**src/rtl/c16_pkg.sv**
```systemverilog
package c16_pkg;

    localparam int INSN_W     = 16;
    localparam int REG_W      = 5;
    localparam int SHORT_W    = 3;
    localparam int OP_W       = 5;
    localparam int SHORT_BASE = 8;

    typedef enum logic [OP_W-1:0] {
        OP_BAD     = 5'd0,
        OP_SPADDW  = 5'd1,
        OP_LDW     = 5'd2,
        OP_STW     = 5'd3,
        OP_ADDIMM  = 5'd4,
        OP_CALL    = 5'd5,
        OP_LDIMM   = 5'd6,
        OP_SPADJ   = 5'd7,
        OP_UPIMM   = 5'd8,
        OP_SHR     = 5'd9,
        OP_SAR     = 5'd10,
        OP_ANDIMM  = 5'd11,
        OP_SUB     = 5'd12,
        OP_XOR     = 5'd13,
        OP_OR      = 5'd14,
        OP_AND     = 5'd15,
        OP_JUMP    = 5'd16,
        OP_BRZ     = 5'd17,
        OP_BRNZ    = 5'd18,
        OP_SHL     = 5'd19,
        OP_LDSP    = 5'd20,
        OP_JREG    = 5'd21,
        OP_MOVE    = 5'd22,
        OP_BRK     = 5'd23,
        OP_CALLREG = 5'd24,
        OP_ADD     = 5'd25,
        OP_STSP    = 5'd26,
        OP_FPMEM   = 5'd27
    } op_e;

    typedef struct packed {
        op_e  op;
        logic bad;
    } dec_t;

    // Build a decode result; unknown and unsupported codes carry the flag.
    function automatic dec_t mk_dec(op_e o);
        dec_t d;
        d.op  = o;
        d.bad = (o == OP_BAD) || (o == OP_FPMEM);
        return d;
    endfunction

    function automatic logic [REG_W-1:0] widen_short(logic [SHORT_W-1:0] s);
        return REG_W'(SHORT_BASE) + REG_W'(s);
    endfunction

endpackage

```
**src/rtl/c16_quad0_dec.sv**
```systemverilog
module c16_quad0_dec
    import c16_pkg::*;
(
    input  logic [INSN_W-1:0] insn,
    output dec_t              dec
);
    always_comb begin
        unique case (insn[15:13])
            3'b000: begin
                dec     = mk_dec(OP_SPADDW);
                // A zero scaled immediate is reserved.
                dec.bad = (insn[12:5] == '0);
            end
            3'b010:  dec = mk_dec(OP_LDW);
            3'b110:  dec = mk_dec(OP_STW);
            3'b100:  dec = mk_dec(OP_BAD);
            default: dec = mk_dec(OP_FPMEM);
        endcase
    end
endmodule

```
**src/rtl/c16_quad1_dec.sv**
```systemverilog
module c16_quad1_dec
    import c16_pkg::*;
(
    input  logic [INSN_W-1:0] insn,
    output dec_t              dec
);
    localparam logic [REG_W-1:0] SP_IDX = REG_W'(2);

    op_e alu_op;

    // Arithmetic group: two-level split on bits 11:10 then 6:5.
    always_comb begin
        unique case (insn[11:10])
            2'b00: alu_op = OP_SHR;
            2'b01: alu_op = OP_SAR;
            2'b10: alu_op = OP_ANDIMM;
            default: begin
                unique case (insn[6:5])
                    2'b00:   alu_op = OP_SUB;
                    2'b01:   alu_op = OP_XOR;
                    2'b10:   alu_op = OP_OR;
                    default: alu_op = OP_AND;
                endcase
            end
        endcase
    end

    always_comb begin
        unique case (insn[15:13])
            3'b000:  dec = mk_dec(OP_ADDIMM);
            3'b001:  dec = mk_dec(OP_CALL);
            3'b010:  dec = mk_dec(OP_LDIMM);
            3'b011:  dec = mk_dec((insn[11:7] == SP_IDX) ? OP_SPADJ : OP_UPIMM);
            3'b100:  dec = mk_dec(alu_op);
            3'b101:  dec = mk_dec(OP_JUMP);
            3'b110:  dec = mk_dec(OP_BRZ);
            default: dec = mk_dec(OP_BRNZ);
        endcase
    end
endmodule

```
**src/rtl/c16_quad2_dec.sv**
```systemverilog
module c16_quad2_dec
    import c16_pkg::*;
(
    input  logic [INSN_W-1:0] insn,
    output dec_t              dec
);
    logic src2_zero;
    logic low_all_zero;
    op_e  reg_op;

    assign src2_zero    = (insn[6:2] == '0);
    assign low_all_zero = (insn[11:2] == '0);

    // Register jump / move / add group; bit 12 splits, then priority chain.
    always_comb begin
        if (!insn[12]) begin
            reg_op = src2_zero ? OP_JREG : OP_MOVE;
        end else if (low_all_zero) begin
            reg_op = OP_BRK;
        end else if (src2_zero) begin
            reg_op = OP_CALLREG;
        end else begin
            reg_op = OP_ADD;
        end
    end

    always_comb begin
        unique case (insn[15:13])
            3'b000:  dec = mk_dec(OP_SHL);
            3'b010:  dec = mk_dec(OP_LDSP);
            3'b100:  dec = mk_dec(reg_op);
            3'b110:  dec = mk_dec(OP_STSP);
            default: dec = mk_dec(OP_FPMEM);
        endcase
    end
endmodule

```
**src/rtl/c16_short_reg.sv**
```systemverilog
module c16_short_reg
    import c16_pkg::*;
(
    input  logic [SHORT_W-1:0] short_idx,
    output logic [REG_W-1:0]   full_idx
);
    assign full_idx = widen_short(short_idx);
endmodule

```
**src/rtl/c16_decoder.sv**
```systemverilog
module c16_decoder
    import c16_pkg::*;
(
    input  logic [INSN_W-1:0]  instr_i,
    output logic [OP_W-1:0]    op_o,
    output logic               illegal_o,
    output logic [REG_W-1:0]   rd_o,
    output logic [REG_W-1:0]   rs1_o,
    output logic [REG_W-1:0]   rs2_o,
    output logic [SHORT_W-1:0] rs1s_o,
    output logic [SHORT_W-1:0] rs2s_o,
    output logic [REG_W-1:0]   rs1s_x_o,
    output logic [REG_W-1:0]   rs2s_x_o
);
    localparam int N_SHORT = 2;

    dec_t q0_dec, q1_dec, q2_dec, sel_dec;

    c16_quad0_dec u_q0 (.insn(instr_i), .dec(q0_dec));
    c16_quad1_dec u_q1 (.insn(instr_i), .dec(q1_dec));
    c16_quad2_dec u_q2 (.insn(instr_i), .dec(q2_dec));

    always_comb begin
        unique case (instr_i[1:0])
            2'b00:   sel_dec = q0_dec;
            2'b01:   sel_dec = q1_dec;
            2'b10:   sel_dec = q2_dec;
            default: sel_dec = mk_dec(OP_BAD);
        endcase
    end

    assign op_o      = sel_dec.op;
    assign illegal_o = sel_dec.bad;

    assign rd_o  = instr_i[11:7];
    assign rs1_o = instr_i[11:7];
    assign rs2_o = instr_i[6:2];

    logic [N_SHORT-1:0][SHORT_W-1:0] short_f;
    logic [N_SHORT-1:0][REG_W-1:0]   short_x;

    assign short_f[0] = instr_i[9:7];
    assign short_f[1] = instr_i[4:2];

    for (genvar g = 0; g < N_SHORT; g++) begin : g_short
        c16_short_reg u_sr (.short_idx(short_f[g]), .full_idx(short_x[g]));
    end

    assign rs1s_o   = short_f[0];
    assign rs2s_o   = short_f[1];
    assign rs1s_x_o = short_x[0];
    assign rs2s_x_o = short_x[1];
endmodule

```
**config.mk**
```make
export PLATFORM = sky130hd
export DESIGN_NAME = c16_decoder
export DESIGN_NICKNAME = d
export VERILOG_FILES = /design/src/rtl/c16_pkg.sv /design/src/rtl/c16_quad0_dec.sv /design/src/rtl/c16_quad1_dec.sv /design/src/rtl/c16_quad2_dec.sv /design/src/rtl/c16_short_reg.sv /design/src/rtl/c16_decoder.sv
export SDC_FILE = /design/constraint.sdc
export NUM_CORES = 1
export LEC_CHECK = 0
export ABC_CLOCK_PERIOD_IN_PS = 1800
export BUFFER_PORTS_ARGS = -buffer_cell sky130_fd_sc_hd__buf_2
export CAP_MARGIN = 10
export CORE_AREA = 5 5 51 53
export DETAILED_ROUTE_END_ITERATION = 8
export DIE_AREA = 0 0 56 58
export PLACE_DENSITY = 0.74
export SLEW_MARGIN = 20
export SYNTH_ARGS = -nofsm -noshare
export SYNTH_HDL_FRONTEND = slang
export SYNTH_HIERARCHICAL = 1
export SYNTH_SLANG_ARGS = --single-unit
```
**constraint.sdc**
```tcl
create_clock -name vclk -period 1.8
set_clock_uncertainty 0.1 [all_clocks]
set_input_delay 0.09 -clock vclk [all_inputs]
set_output_delay 0.09 -clock vclk [all_outputs]
set_load 0.01 [all_outputs]
```
==> impl_metrics.yaml <==
run_status:
  status: "completed"
power_and_ir_drop:
  leakage_nw: 0.4620
  peakVddDrop_v: 0.00009121
  powerDensity_mw_per_mm2: 243.3
worst_setup_path:
  path_cells: "buf_6, or4_4, o41ai_4, a31o_2, mux2i_1, o2bb2ai_1, buf_2"
  worst-path-max-fanout: 2
  arrival_ns: 1.60
  crit_type: "primary input to primary output"
  crit_path_start_kind: "primary input"
  slowest_delay_ns: 0.55
  cp.required_ns: 1.61
  cp_slowest_cell: "or4_4"
  endpoint_kind: "primary output"
yosys:
  syn_area_per_cell_um2: 7.158
  syn_area_um2: 794.5
  ys_seq_area_share_pct: 0
  syn_nets: 130
  synthDistinctLibCells: 35
  syn-instance-count: 111
  ys_warn_count: 6
floorplan:
  dieArea_mm2: 0.003248
  start_util_pct: 37.73
  die_w_um: 56
  io_pins: 53
  coreArea_mm2: 0.002106
  fp.dieH_um: 58
  num_rows: 17
sta:
  layout_min_cycle_time_ns: 1.793
  setup_viol: 0
  hold_viol: 0
  fin_crit_sh_pct: 99.62
  drv_slew: 0
  max_freq_mhz: 557.7
  rsz0062_at_grt: "true"
  whs_ns: 0.3128
place:
  place_inst: 155
  dpl_cell_area_um2: 837.1
  dp_hpwl_um: 1541
  routabilityCongestion: 0.7499
  io_buffer_count: 49
min_path:
  holdPathStages: 2
  min_path_type: "primary input to primary output"
global_routing:
  grt_pass1_vias: 658
  grt_usage_pct: 10.74
  grt_pass1_wl_um: 2987
  grt.overflow.total: 0
  antenna_found_initial: 0
  grt_start_max_net_pins: 16
drt:
  wl_um: 1825
  drc: 0
  vias: 726
  wire_per_inst_um: 11.77
  first_iter_violations: 5
  drt_first_pass_iters: 4
  antenna_left: 0
  vias_per_cell: 4.684
cells_and_area:
  seq_area_um2: 0
  instances_no_fill: 155
  clock_buffers: 0
  seq_cells: 0
  drive_gt1_share_pct: 52.76
  finalInstanceArea_um2: 878.3
  area_growth_syn_to_layout_pct: 10.55
  antenna_cells: 0
  final_cell_mix: "46 x buf_2, 8 x mux2i_1, 8 x nor2_1, 7 x conb_1"
  final_common_cell: "buf_2"
  finalNetCount: 148
job:
  drv_cap: 0
clocking:
  cts_hold_buf: 0
==> synthesized netlist by cell type, drive strengths merged <==
cell type	number	area share, %
ha	3	4.7
nand2b	4	4.1
a31oi	1	0.79
inv	5	2.4
a31o	1	1.1
o21ai	2	1.3
nand3b	1	0.95
a41oi	1	1.1
a311o	1	1.3
buf	36	34
nor3b	1	1.6
o311ai	1	1.1
clkbuf	3	1.6
or2	2	1.6
nor3	1	0.63
conb	7	3.3
xor2	1	1.1
nor2b	1	1.7
nand3	1	0.63
nor2	9	5.2
a21oi	6	3.8
nand2	2	0.95
o21bai	1	0.95
o41ai	1	2.0
nor4	2	2.4
o22ai	1	0.79
or4	2	2.4
mux2i	8	10
o2bb2ai	5	5.5
a211o	1	1.1
==> where the power goes <==
| part | total [mW] | switching, mW | internal, mW |
|---|---|---|---|
| Sequential | 0 | 0 | 0 |
| Combinational | 0.214 | 0.118 | 0.0953 |
| Clock | 0 | 0 | 0 |
| Total | 0.214 | 0.118 | 0.0953 |
==> path summary, 6_finish.rpt <==
kind	start	to	slack, ns
max	instr_i[10]	op_o[2]	0.007
min	instr_i[4]	rs2s_x_o[2]	0.31
==> through the flow <==
step | setup TNS (ns) | power [mW] | worst slack (ns) | util (%)
after detailed placement | -0.1703 | 0.2056 | -0.08069 | 39.75
final | 0 | 0.2137 | 0.006809 | 41.71
after global routing | -0.1663 | 0.2370 | -0.06971 | 41.71
after global placement | -0.09793 | 0.2002 | -0.05395 | 39.75
after floorplan | 0 | 0.1591 | 0.1877 | -
after CTS | -0.008333 | 0.2106 | -0.008333 | 40.82
==> final cells by class <==
class | instances | area (µm²)
Timing Repair Buffer | 55 | 309.0
Inverter | 5 | 18.77
Multi-Input combinational cell | 67 | 515.5
Tap cell | 28 | 35.03
Fill cell | 222 | 1227
==> cells by family (layout without fill, tap and decap cells) <==
kind of cell	count (synthesis)	count (layout)	share of synthesized area (%)
simple gates	26	26	22.05
xor+xnor	1	1	1.103
fa+ha+maj	3	3	4.725
mux	8	8	10.08
other cells	7	7	3.308
compound gates	22	22	20.79
buf+inv	44	60	37.95
==> metal layers <==
layer / GRT usage, % / wire length, µm / up-vias
met5: 0 / 0 / -
met4: 1.017 / 19 / 0
met3: 0.4454 / 60 / 2
met2: 22.54 / 1098 / 16
met1: 12.19 / 647 / 338
li1: - / - / 370
==> timing repair <==
item	in CTS	in global routing
resized for setup	3	3
setup endpoints to repair	4	4
hold endpoints to repair	0	0
pin swaps	6	6
setup buffers	0	0
==> critical path: cells and delay by family <==
family | cells | cell delay, ns
AND/OR/NAND/NOR | 1 | 0.55
buffers and inverters | 2 | 0.24
multiplexers | 1 | 0.06
AO/OA/AOI/OAI | 3 | 0.66
(Power assumes the default switching activity.)
